--- config.mk ---
export PLATFORM = sky130hd
export DESIGN_NAME = dbgm_matcher
export DESIGN_NICKNAME = d
export VERILOG_FILES = /design/src/rtl/dbgm_pkg.sv /design/src/rtl/dbgm_regfile.sv /design/src/rtl/dbgm_ctx_linker.sv /design/src/rtl/dbgm_slot_filter.sv /design/src/rtl/dbgm_matcher.sv
export SDC_FILE = /design/constraint.sdc
export NUM_CORES = 1
export LEC_CHECK = 0
export BUFFER_PORTS_ARGS = -buffer_cell sky130_fd_sc_hd__buf_2
export CORE_MARGIN = 5
export CORE_UTILIZATION = 48
export DETAILED_ROUTE_END_ITERATION = 10
export GPL_ROUTABILITY_DRIVEN = 0
export PLACE_DENSITY = 0.67
export SLEW_MARGIN = 25
export SYNTH_ARGS = -nofsm -noshare
export SYNTH_HDL_FRONTEND = slang
export SYNTH_SLANG_ARGS = --single-unit
--- constraint.sdc ---
create_clock -name clk -period 2.6 [get_ports clk]
set_clock_uncertainty 0.05 [all_clocks]
set_input_delay 0.26 -clock clk [delete_from_list [all_inputs] [get_ports clk]]
set_output_delay 0.26 -clock clk [all_outputs]
set_load 0.1 [all_outputs]
--- src/rtl/dbgm_pkg.sv ---
package dbgm_pkg;
  typedef logic [31:0] word_t;

  localparam int EN_BIT    = 0;
  localparam int EL1_BIT   = 1;
  localparam int EL0_BIT   = 2;
  localparam int HI_BIT    = 13;
  localparam int SEC_LO    = 14;
  localparam int LNK_LO    = 16;
  localparam int LNK_BIT   = 20;
  localparam int TYPE_LO   = 20;
  localparam logic [3:0] TYPE_CTX = 4'd3;

  function automatic logic level_ok(input word_t c, input logic [1:0] el);
    case (el)
      2'd0:    level_ok = c[EL0_BIT];
      2'd1:    level_ok = c[EL1_BIT];
      default: level_ok = c[HI_BIT];
    endcase
  endfunction

  function automatic logic world_ok(input word_t c, input logic sec);
    case (c[SEC_LO+1:SEC_LO])
      2'd0:    world_ok = 1'b1;
      2'd2:    world_ok = sec;
      default: world_ok = !sec;
    endcase
  endfunction
endpackage

--- src/rtl/dbgm_regfile.sv ---
module dbgm_regfile #(
  parameter int N  = 16,
  parameter int IW = 4
) (
  input  logic                 clk,
  input  logic                 rst,
  input  logic                 wr_en,
  input  logic [1:0]           wr_sel,
  input  logic [IW-1:0]        wr_idx,
  input  dbgm_pkg::word_t      wr_data,
  output dbgm_pkg::word_t      bp_ctrl [N],
  output dbgm_pkg::word_t      bp_val  [N],
  output dbgm_pkg::word_t      wp_ctrl [N],
  output dbgm_pkg::word_t      wp_val  [N]
);
  always_ff @(posedge clk) begin
    if (rst) begin
      for (int i = 0; i < N; i++) begin
        bp_ctrl[i] <= '0;
        bp_val[i]  <= '0;
        wp_ctrl[i] <= '0;
        wp_val[i]  <= '0;
      end
    end else if (wr_en) begin
      case (wr_sel)
        2'd0: bp_ctrl[wr_idx] <= wr_data;
        2'd1: bp_val[wr_idx]  <= wr_data;
        2'd2: wp_ctrl[wr_idx] <= wr_data;
        default: wp_val[wr_idx] <= wr_data;
      endcase
    end
  end
endmodule

--- src/rtl/dbgm_ctx_linker.sv ---
module dbgm_ctx_linker #(
  parameter int N     = 16,
  parameter int CTX_N = 4
) (
  input  logic            clk,
  input  logic            rst,
  input  dbgm_pkg::word_t bp_ctrl [N],
  input  dbgm_pkg::word_t bp_val  [N],
  input  dbgm_pkg::word_t ctx_id,
  input  logic [1:0]      el,
  output logic [N-1:0]    fire
);
  import dbgm_pkg::*;
  localparam int LO = N - CTX_N;

  for (genvar j = 0; j < N; j++) begin : g_slot
    if (j >= LO) begin : g_ctx
      assign fire[j] = bp_ctrl[j][EN_BIT]
                    && (bp_ctrl[j][TYPE_LO+3:TYPE_LO] == TYPE_CTX)
                    && (bp_val[j] == ctx_id)
                    && (el <= 2'd1);
    end else begin : g_plain
      assign fire[j] = 1'b0;
    end
  end


  link_el_chk: assert property (@(posedge clk) disable iff (rst)
    (fire != '0) |-> (el <= 2'd1));
endmodule

--- src/rtl/dbgm_slot_filter.sv ---
module dbgm_slot_filter #(
  parameter int N = 16
) (
  input  dbgm_pkg::word_t ctrl [N],
  input  logic [N-1:0]    hit,
  input  logic [1:0]      el,
  input  logic            sec,
  input  logic [N-1:0]    link_fire,
  output logic            any
);
  import dbgm_pkg::*;
  localparam int PW = (N > 16) ? N : 16;

  logic [PW-1:0] fire_pad;
  logic [N-1:0]  pass;

  assign fire_pad = PW'(link_fire);

  for (genvar i = 0; i < N; i++) begin : g_slot
    logic [3:0] tgt;
    logic       link_ok;
    assign tgt     = ctrl[i][LNK_LO+3:LNK_LO];
    assign link_ok = !ctrl[i][LNK_BIT] || fire_pad[tgt];
    assign pass[i] = hit[i] && ctrl[i][EN_BIT] && level_ok(ctrl[i], el)
                  && world_ok(ctrl[i], sec) && link_ok;
  end

  assign any = |pass;
endmodule

--- src/rtl/dbgm_matcher.sv ---
module dbgm_matcher #(
  parameter int N     = 16,
  parameter int CTX_N = 4,
  localparam int IW   = (N > 1) ? $clog2(N) : 1
) (
  input  logic          clk,
  input  logic          rst,
  input  logic          wr_en,
  input  logic [1:0]    wr_sel,
  input  logic [IW-1:0] wr_idx,
  input  logic [31:0]   wr_data,
  input  logic [N-1:0]  bp_hit,
  input  logic [N-1:0]  wp_hit,
  input  logic [1:0]    cur_el,
  input  logic          sec_state,
  input  logic          wp_unpriv,
  input  logic [31:0]   ctx_id,
  input  logic          mon_en,
  input  logic          dbg_allow,
  output logic          bp_match,
  output logic          wp_match
);
  import dbgm_pkg::*;

  word_t bp_ctrl [N];
  word_t bp_val  [N];
  word_t wp_ctrl [N];
  word_t wp_val  [N];
  logic [N-1:0] fire;
  logic [1:0]   wp_el;
  logic         bp_any, wp_any, gate;

  dbgm_regfile #(.N(N), .IW(IW)) u_regs (
    .clk(clk), .rst(rst), .wr_en(wr_en), .wr_sel(wr_sel), .wr_idx(wr_idx),
    .wr_data(wr_data), .bp_ctrl(bp_ctrl), .bp_val(bp_val),
    .wp_ctrl(wp_ctrl), .wp_val(wp_val)
  );

  dbgm_ctx_linker #(.N(N), .CTX_N(CTX_N)) u_link (
    .clk(clk), .rst(rst), .bp_ctrl(bp_ctrl), .bp_val(bp_val),
    .ctx_id(ctx_id), .el(cur_el), .fire(fire)
  );

  assign wp_el = wp_unpriv ? 2'd0 : cur_el;

  dbgm_slot_filter #(.N(N)) u_bp (
    .ctrl(bp_ctrl), .hit(bp_hit), .el(cur_el), .sec(sec_state),
    .link_fire(fire), .any(bp_any)
  );

  dbgm_slot_filter #(.N(N)) u_wp (
    .ctrl(wp_ctrl), .hit(wp_hit), .el(wp_el), .sec(sec_state),
    .link_fire(fire), .any(wp_any)
  );

  assign gate = mon_en && dbg_allow;

  always_ff @(posedge clk) begin
    if (rst) begin
      bp_match <= 1'b0;
      wp_match <= 1'b0;
    end else begin
      bp_match <= gate && bp_any;
      wp_match <= gate && wp_any;
    end
  end


  gate_off_chk: assert property (@(posedge clk) disable iff (rst)
    (!mon_en || !dbg_allow) |=> (!bp_match && !wp_match));

  bp_idle_chk: assert property (@(posedge clk) disable iff (rst)
    (bp_hit == '0) |=> !bp_match);

  wp_idle_chk: assert property (@(posedge clk) disable iff (rst)
    (wp_hit == '0) |=> !wp_match);
endmodule

### Yosys cells after proc, flatten, opt, wreduce, memory -nomap -nowiden

Cells that the tools add are included.

* flip-flop bits (word level): 1538
* bits of input ports: 111
* output and inout bits: 2
* word-level logic and storage cells: 513

* $lt $le $gt $ge: 35
* eq/ne operators: 44
* mux-type cells: 134
* bitwise operators: 1
* reductions and logical operators: 249

Operators with widths (count)
* bitwise mux 512 bit: 3
* < comparator 4 x 5 -> 1 bit (second input constant): 32
* logical AND 1 bit: 144
* binary-select mux 1 bit (select 4 bit): 32
* demux 32 bit (select 4 bit): 1
* == test 32 bit: 4
* case mux 1 bit (2 select lines): 64
* zero test 2 bit: 35
* == test 2 bit (second input constant): 33
* zero test 1 bit: 33
* logical OR 1 bit: 32
* two-way mux 1 bit: 32
* two-way mux 32 bit: 1
* OR reduction 16 bit: 2
* == test 4 x 2 -> 1 bit (second input constant): 4
* == test 2 x 1 -> 1 bit (second input constant): 3
* AND reduction 2 bit: 3
* greater-or-equal comparator 5 bit (second input constant): 1
* < comparator 5 x 1 -> 1 bit (second input constant): 1
* inverter 4 -> 5 bit: 1
* <= comparator 2 x 1 -> 1 bit (second input constant): 1
* two-way mux 2 bit: 1

### Longest topological paths before layout

Gate-level depths: netlist of run 1.

* depth after elaboration: 10
* mapped depth: 12
* gate-level depth less buffers: 8

### Modules after synthesis

Synthesis of run 1 repeated with hierarchy kept, for this count alone.

* cell total of the unflattened synthesis: 7712
* area total of the unflattened synthesis: 85281.8 µm²

Modules (own cells, without submodules)
* dbgm_regfile: times used 1, cells each 6932, area an instance 77763.3 µm²
* dbgm_slot_filter: times used 2, cells each 289, area an instance 2941.6 µm²
* dbgm_ctx_linker: times used 1, cells each 196, area an instance 1562.7 µm²
* dbgm_matcher: times used 1, cells each 6, area an instance 72.6 µm²

### Worst setup path after synthesis of run 1

No wires, ideal clock.

* path kind: input port to flip-flop
* start: in cur_el[0]
* end: reg wp_match
* arrival: 2.324 ns
* slack: 0.106 ns
* stages on the path: 10
* buffers on the path: 2
* cell sequence: buf_6 or3b_1 buf_6 o221ai_2 nor3_1 a22o_1 or4_1 nor3_1 o22ai_1 o31a_1

* longest elaborated chain between the ends: 8
* elaborated cells on any way between the ends: 122
* classes of those cells: order compare (1); eq/ne (1); mux (49); reduce/logical (71)

RTL lines
* start: declaration: RTL line dbgm_matcher.sv:14 `input logic [1:0] cur_el,`
* <= comparator 2 x 1 -> 1 bit / two-way mux 2 bit (equally long branches): RTL line dbgm_ctx_linker.sv:21, dbgm_matcher.sv:44
* logical AND 1 bit, or another cell as far along: RTL line dbgm_ctx_linker.sv:21 `&& (el <= 2'd1);`
* binary-select mux 1 bit (select 4 bit) / case mux 1 bit (2 select lines) (equally long branches): RTL line dbgm_slot_filter.sv:23, dbgm_pkg.sv:15
* two-way mux 1 bit (not written as such) / logical AND 1 bit (equally long branches): RTL line dbgm_slot_filter.sv:23, dbgm_slot_filter.sv:24
* logical OR 1 bit / logical AND 1 bit (equally long branches): RTL line dbgm_slot_filter.sv:23, dbgm_slot_filter.sv:25
* logical AND 1 bit: RTL line dbgm_slot_filter.sv:25 `&& world_ok(ctrl[i], sec) && link_ok;`
* OR reduction 16 bit *: RTL line dbgm_slot_filter.sv:28 `assign any = |pass;`
* logical AND 1 bit *: RTL line dbgm_matcher.sv:64 `wp_match <= gate && wp_any;`
* end signal: assignment: RTL line dbgm_matcher.sv:64
* end: declaration: RTL line dbgm_matcher.sv:21 `output logic wp_match`

Mark *: on every way between the ends. The rest lies on a longest branch, timed or not. The select of a mux whose other input is x is not followed.
A chain may end at the register's enable or synchronous reset.

### Final worst setup path of run 1

* start: reg u_regs.wp_ctrl[193] (netlist name)
* end: reg wp_match

* longest elaborated chain between the ends: 6

RTL lines
* start: declaration: RTL line dbgm_regfile.sv:13 `output dbgm_pkg::word_t wp_ctrl [N],`
* start signal: indexed assignment: RTL line dbgm_regfile.sv:28 `2'd2: wp_ctrl[wr_idx] <= wr_data;`
* case mux 1 bit (2 select lines): RTL line dbgm_pkg.sv:15 `case (el)`
* logical AND 1 bit: RTL line dbgm_slot_filter.sv:24 `assign pass[i] = hit[i] && ctrl[i][EN_BIT] && level_ok(ctrl[i], el)`
* logical AND 1 bit (2 in series): RTL line dbgm_slot_filter.sv:25
* OR reduction 16 bit: RTL line dbgm_slot_filter.sv:28
* logical AND 1 bit: RTL line dbgm_matcher.sv:64

Every way passes these cells.

==> results of run 1 <==
worst max-delay path, cell delays in order (launching register included):
cell     delay, ns
dfxtp_1       0.33
or4b_2        0.68
o31ai_1       0.16
nor2_1        0.18
nor4b_1       0.20
a31o_2        0.22
nor4_1        0.28
a31oi_1       0.12
o31a_1        0.24
layer usage:
layer  up-vias  track usage, %  part of all wire (%)
li1       9983               -                     -
met1     10200            38.8                    42
met2       943            44.7                    45
met3       229            5.75                   9.1
met4         4            11.2                   4.1
met5         -               0                 0.038
what timing repair did:
item                                    CTS  global route
endpoints found under the setup margin    0             2
resized for setup                         0             5
hold endpoints to repair                102             0
hold buffers                             22             0
flip-flops by register name, summed over array words and instances, names as in the netlist:
name and cells:
u_regs.wp_ctrl 176, u_regs.bp_ctrl 188, wp_match 1, u_regs.bp_val 128
bp_match 1
layout make-up:
type                    instances  area share (%)
clock buffers                  85            6.12
clock inverters                12           0.556
inverters                      31           0.446
multi-input cells            2105            43.8
flip-flops and latches        494            37.9
well taps                     607            2.91
repair buffers                285            8.29
power groups by stage:
stage          combinational, mW  sequential (mW)  clock [mW]
2_1_floorplan              0.538             7.78           0
3_3_place_gp                1.00             7.79           0
3_5_place_dp                1.01             7.79           0
4_1_cts                     1.04             7.62        7.66
5_1_grt                     1.11             7.62        7.96
6_report                    1.07             7.62        7.58
cells in the final DEF (no fill, tap or decap), types with 8 or more instances in the layout:
cell type      Yosys  final
a21oi_1          392    392
a31oi_1           10     10
and2_1             9      9
buf_12             0     19
buf_2              8    111
buf_4              0    132
clkbuf_1         225     17
clkbuf_16          0     53
clkbuf_8           0     15
dfxtp_1          494    494
dlygate4sd3_1      0     22
inv_1             30     30
mux2_2             9      9
mux2i_1          118    118
nand2_1          722    722
nand2b_1          23     23
nand3_1          171    171
nand3b_1          12     12
nand4_1           62     62
nor2_1           159    154
nor2b_1           12     10
nor3_1            46     43
nor3b_1           21     19
nor4_1            41     38
o2111ai_1         14     14
o211ai_1           9      9
o21ai_0            9      9
o22ai_1           12     12
or2_2              8      8
or3b_2            13     13
or4_1             12     12
or4b_2             8      8
xnor2_1          126    126
synth_stat cells (5+ instances only):
library cell  count  area share [%]
dfxtp_1         494              44
o21ai_0           9            0.20
a211oi_1          6            0.20
and2_1            9            0.25
xnor2_1         126             4.9
or2_2             8            0.22
nor2_1          159             2.7
nand2_1         722              12
o22ai_1          12            0.34
o31ai_1           5            0.17
buf_1            22            0.37
inv_1            30            0.50
nor3b_1          21            0.71
nand3b_1         12            0.40
o2111ai_1        14            0.55
nand2b_1         23            0.64
or3_1             7            0.20
buf_2             8            0.18
mux2i_1         118             5.3
nor2b_1          12            0.34
or3b_2           13            0.51
or4b_2            8            0.36
or4_1            12            0.40
mux2_2            9            0.45
a32oi_1           6            0.24
clkbuf_1        225             3.8
nand4_1          62             1.7
a2111oi_0         5            0.20
nor4_1           41             1.1
nor4b_1           7            0.27
nand3_1         171             3.8
o32ai_1           5            0.20
o221ai_1          6            0.24
nor3_1           46             1.0
a21oi_1         392             8.8
a22oi_1           6            0.20
o211ai_1          9            0.30
a31oi_1          10            0.28
cells by family (layout without fill, tap and decap cells):
family	count (synthesis)	count (layout)	synth area share, %
XOR/XNOR	126	126	4.94
AND/OR/NAND/NOR	1348	1348	27.4
multiplexers	127	127	5.74
flip-flops	494	494	44.2
AO/OA/AOI/OAI	504	504	12.7
buffers and inverters	291	413	5.02
final timing paths:
check                       from                   to  slack (ns)  cells past startpoint
max          u_regs.wp_ctrl[193]             wp_match        0.02                      8
min                  wr_data[14]   u_regs.bp_ctrl[78]        0.08                      3
max reg2reg  u_regs.wp_ctrl[193]             wp_match        0.02                      8
min reg2reg  u_regs.bp_ctrl[160]  u_regs.bp_ctrl[160]        0.40                      2
==> qor.yml, run 1 <==
synthesis:
  ys_warn_count: 0
  synth_flop_cell: "dfxtp_1"
  synth-async-reset-ratio_pct: 0
  syn-instance-count: 2890
  ys_ff_latch: 494
  syn-mean-instance-area_um2: 7.73
  synth_edf_count: 0
  ys_types: 61
  ys_seq_area_share_pct: 44.2
  syn-num-nets: 3001
  syn_area_mm2: 0.0224
pwr:
  max-vdd-ir-drop_v: 0.000507
  p_sw_mw: 3.93
  comb_power_share_pct: 6.5
  power_leakage_nw: 8.32
  seq_power_share_pct: 46.9
  power.density_mw_per_mm2: 624
  swShare_pct: 24.2
  clock_power_share_pct: 46.6
  p_int_mw: 12.3
  finalPower_mw: 16.3
sta:
  post-route-min-period_ns: 2.58
  slew_headroom_pct: 45.4
  hold_viol: 0
  setup_ws_ns: 0.0194
  maxSlewViolCount: 0
  hold_ws_ns: 0.0774
  setup_tns_ns: 0
  min_period_over_period_pct: 99.3
  fmax_mhz: 388
  setup_viol: 0
  worstMarginPinSlew_ns: 0.819
  rsz0062_at_grt: "true"
place:
  pre_cts_slack_ns: -0.245
  dpl.hpwl_um: 50400
  placed_cell_area_mm2: 0.0241
  io_buffers: 112
  dp.cells: 3500
global_route:
  grt_pass1_wl_um: 115000
  grt_pass1_vias: 20100
  grt_usage_pct: 28.5
  grt_start_max_net_pins: 101
  antenna_found_initial: 2
  grt_overflow: 0
cts:
  cts_setup_buffers: 0
  cts_tree: "built"
  cts_root_buf: "clkbuf_16"
  cts_inserted_buffers: 53
  clock-sinks: 494
  clk_pin_slew_ns: 0.06
  insertion_delay_ns: 0.63
  htreeDepth: 2
  clockBufferDepth: 3
worst_setup_path:
  cp-start-kind: "register"
  path_max_fanout: 3
  endpoint_kind: "register"
  worst-setup-path-type: "register to register"
  crit_arrival_ns: 3.04
  cp.required_ns: 3.06
layout:
  drive_gt1_share_pct: 13.2
  regArea_mm2: 0.00989
  area_growth_pct: 16.7
  nets: 3081
  finalInstanceArea_mm2: 0.0261
  utilization_pct: 56.4
  multiInputGateArea_mm2: 0.0114
  num_antenna_cells: 0
  final-instance-count-excl-fill: 3619
  n_fill_cell: 4266
die:
  rows: 79
  initial_utilization_pct: 48.3
  boundaryPins: 113
  core_area_mm2: 0.0463
  die_w_um: 226
  die-area_mm2: 0.0510
  die_y_um: 226
route:
  drc: 0
  vias_per_cell: 5.90
  drt-initial-drc-count: 2403
  ant_nets: 0
  wl_um: 75500
  wl_per_cell_um: 20.9
  dr.pass1.iters: 6
  vias: 21400
min_path:
  min_path_type: "input pin to register"
job:
  max_cap_viol_count: 0
outcome:
  status: "completed"
Note: power is estimated with default switching activity, not from simulation.
==> run 2: changes to the inputs <==
Settings changed: CORE_ASPECT_RATIO set to 1.1.
==> run 2 against run 1 <==
Total power up 0.62%. Core utilization down 0.45 points. Global-route usage down 0.38 points. Critical path type unchanged. Critical endpoint unchanged. Via count down 0.33%. Die area about the same. Register-to-register slack about the same. Sequential share of layout area up 0.17 points. Sequential cell count unchanged.
==> qor.yml, run 2 (synthesis gave the netlist of run 1 again) <==
outcome:
  status: "completed"
cts:
  cts_tree: "built"
  clk_pin_slew_ns: 0.06  # about the same
  insertion_delay_ns: 0.60  # -0.03 ns
  cts_inserted_buffers: 51  # -3.8%
  clock-sinks: 494  # unchanged
  htreeDepth: 2  # unchanged
  cts_root_buf: "clkbuf_16"
  clockBufferDepth: 3  # unchanged
  cts_setup_buffers: 0  # unchanged
layout:
  largest_registers: "u_regs.bp_ctrl: 188 flops, u_regs.wp_ctrl: 176 flops, u_regs.bp_val: 128 flops"
  regMostFlops: "u_regs.bp_ctrl"
  final_cell_mix: "722 x nand2_1, 494 x dfxtp_1, 392 x a21oi_1"
  nets: 3075  # -0.19%
  largest_register_ffs: 188  # unchanged
  n_fill_cell: 4231  # -0.82%
  layout.cells.most_common: "nand2_1"
  drive_gt1_share_pct: 13.3  # +0.073 points
  area_growth_pct: 16.2
worst_setup_path:
  crit_chain: "or4b_2, o31ai_1, nor2_1, nor4b_1, a31o_2, nor4_1, a31oi_1, o31a_1"
  cp.required_ns: 3.04  # -0.02 ns
  cp_slowest_cell: "or4b_2"
  crit_arrival_ns: 3.01  # -0.03 ns
  regToRegSetupSlack_ns: 0.03  # about the same
  worst-setup-path-type: "register to register"
  endpoint_kind: "register"
  path_max_fanout: 3  # unchanged
  cp-start-kind: "register"
  critPathMaxStageDelay_ns: 0.66  # -0.02 ns
route:
  vias: 21300  # -0.33%
  ant_nets: 0  # unchanged
  wirelength_met1_um: 29800  # -5.6%
  dr.pass1.iters: 8  # +2
  wl_met3_um: 5720  # -17%
  drc: 0  # unchanged
  top_layer: "met4"
  wl_per_cell_um: 20.9  # +0.28%
  wl_met2_um: 35800  # +5.6%
  wl_um: 75300  # -0.25%
  vias_per_cell: 5.91  # +0.19%
  drt-initial-drc-count: 2294  # -4.5%
place:
  pre_cts_slack_ns: -0.181  # +0.0638 ns
  dpl.hpwl_um: 51500  # +2.3%
  io_buffers: 112  # unchanged
die:
  rows: 83  # +5.1%
  die_y_um: 236  # +4.7%
  die-area_mm2: 0.0510  # about the same
  boundaryPins: 113  # unchanged
  initial_utilization_pct: 48.2  # -0.17 points
  core_area_mm2: 0.0464  # +0.35%
  die_w_um: 216  # -4.4%
sta:
  post-route-min-period_ns: 2.57  # -0.0132 ns
  setup_ws_ns: 0.0326  # +0.0132 ns
  worstMarginPinSlew_ns: 0.824  # +0.00529 ns
  slew_headroom_pct: 45.0  # -0.35 points
  min_period_over_period_pct: 98.7  # -0.51 points
  setup_viol: 0  # unchanged
  hold_ws_ns: 0.0329  # -0.0445 ns
  maxSlewViolCount: 0  # unchanged
  hold_viol: 0  # unchanged
  fmax_mhz: 390  # +0.51%
  rsz0062_at_grt: "false"
min_path:
  min_path_type: "input pin to register"
pwr:
  power_leakage_nw: 8.29  # -0.28%
  power.density_mw_per_mm2: 630  # +1.1%
  max-vdd-ir-drop_v: 0.000477  # -6.0%
global_route:
  grt_usage_pct: 28.1  # -0.38 points
  grt_pass1_wl_um: 115000  # about the same
  grt_start_max_net_pins: 139  # +38%
  antenna_found_initial: 2  # unchanged
  grt_pass1_vias: 20200  # +0.26%
  grt_overflow: 0  # unchanged
job:
  max_cap_viol_count: 0  # unchanged
## run 2: cell type report
class	count	area (µm²)	share of cell area, %
multi-input cells	2105	11400	44.0
flip-flops and latches	494	9890	38.1
repair buffers	281	2030	7.82
clock buffers	72	1520	5.84
well taps	595	744	2.87
clock inverters	20	251	0.968
inverters	31	116	0.448
diodes	2	5.00	0.0193
## run 2: worst paths after layout
kind	start	end	cells past startpoint
hold / removal	rst	u_regs.bp_val[76]	2
hold reg to reg	u_regs.bp_ctrl[146]	u_regs.bp_ctrl[146]	2
setup reg to reg	u_regs.wp_ctrl[193]	wp_match	8
setup / recovery	u_regs.wp_ctrl[193]	wp_match	8
## run 2: timing repair
action	CTS	global route
hold buffers	22	0
resized for setup	0	3
hold endpoints to repair	99	0
setup endpoints to repair	0	2
## run 2: per-layer routing
layer	GRT usage [%]	up-vias
li1	-	9959
met1	35.6	10100
met2	47.2	987
met3	4.18	233
met4	13.5	0
met5	0	-
## run 2: through the flow
stage	area, µm²	TNS [ns]	power, mW	util [%]	std cells
after floorplan	22400	0	8.32	-	2890
after CTS	26000	0	16.4	55.9	3598
after detailed placement	24000	-0.293	8.77	51.6	3484
after global routing	26000	0	16.8	55.9	3598
after global placement	24000	-0.249	8.76	51.6	3484
final	26000	0	16.4	55.9	3600
## run 2: power breakdown
group	switching, mW	internal, mW	leakage, nW	total [mW]
clock	3.16	4.56	0.871	7.72
sequential	0.0229	7.60	3.98	7.62
combinational	0.706	0.326	3.44	1.03
total	3.89	12.5	8.29	16.4
## run 2: critical path, delay by kind of cell, from the launching register on
kind	cells	cell delay, ns
flops	1	0.33
simple gates	4	1.37
compound gates	4	0.70
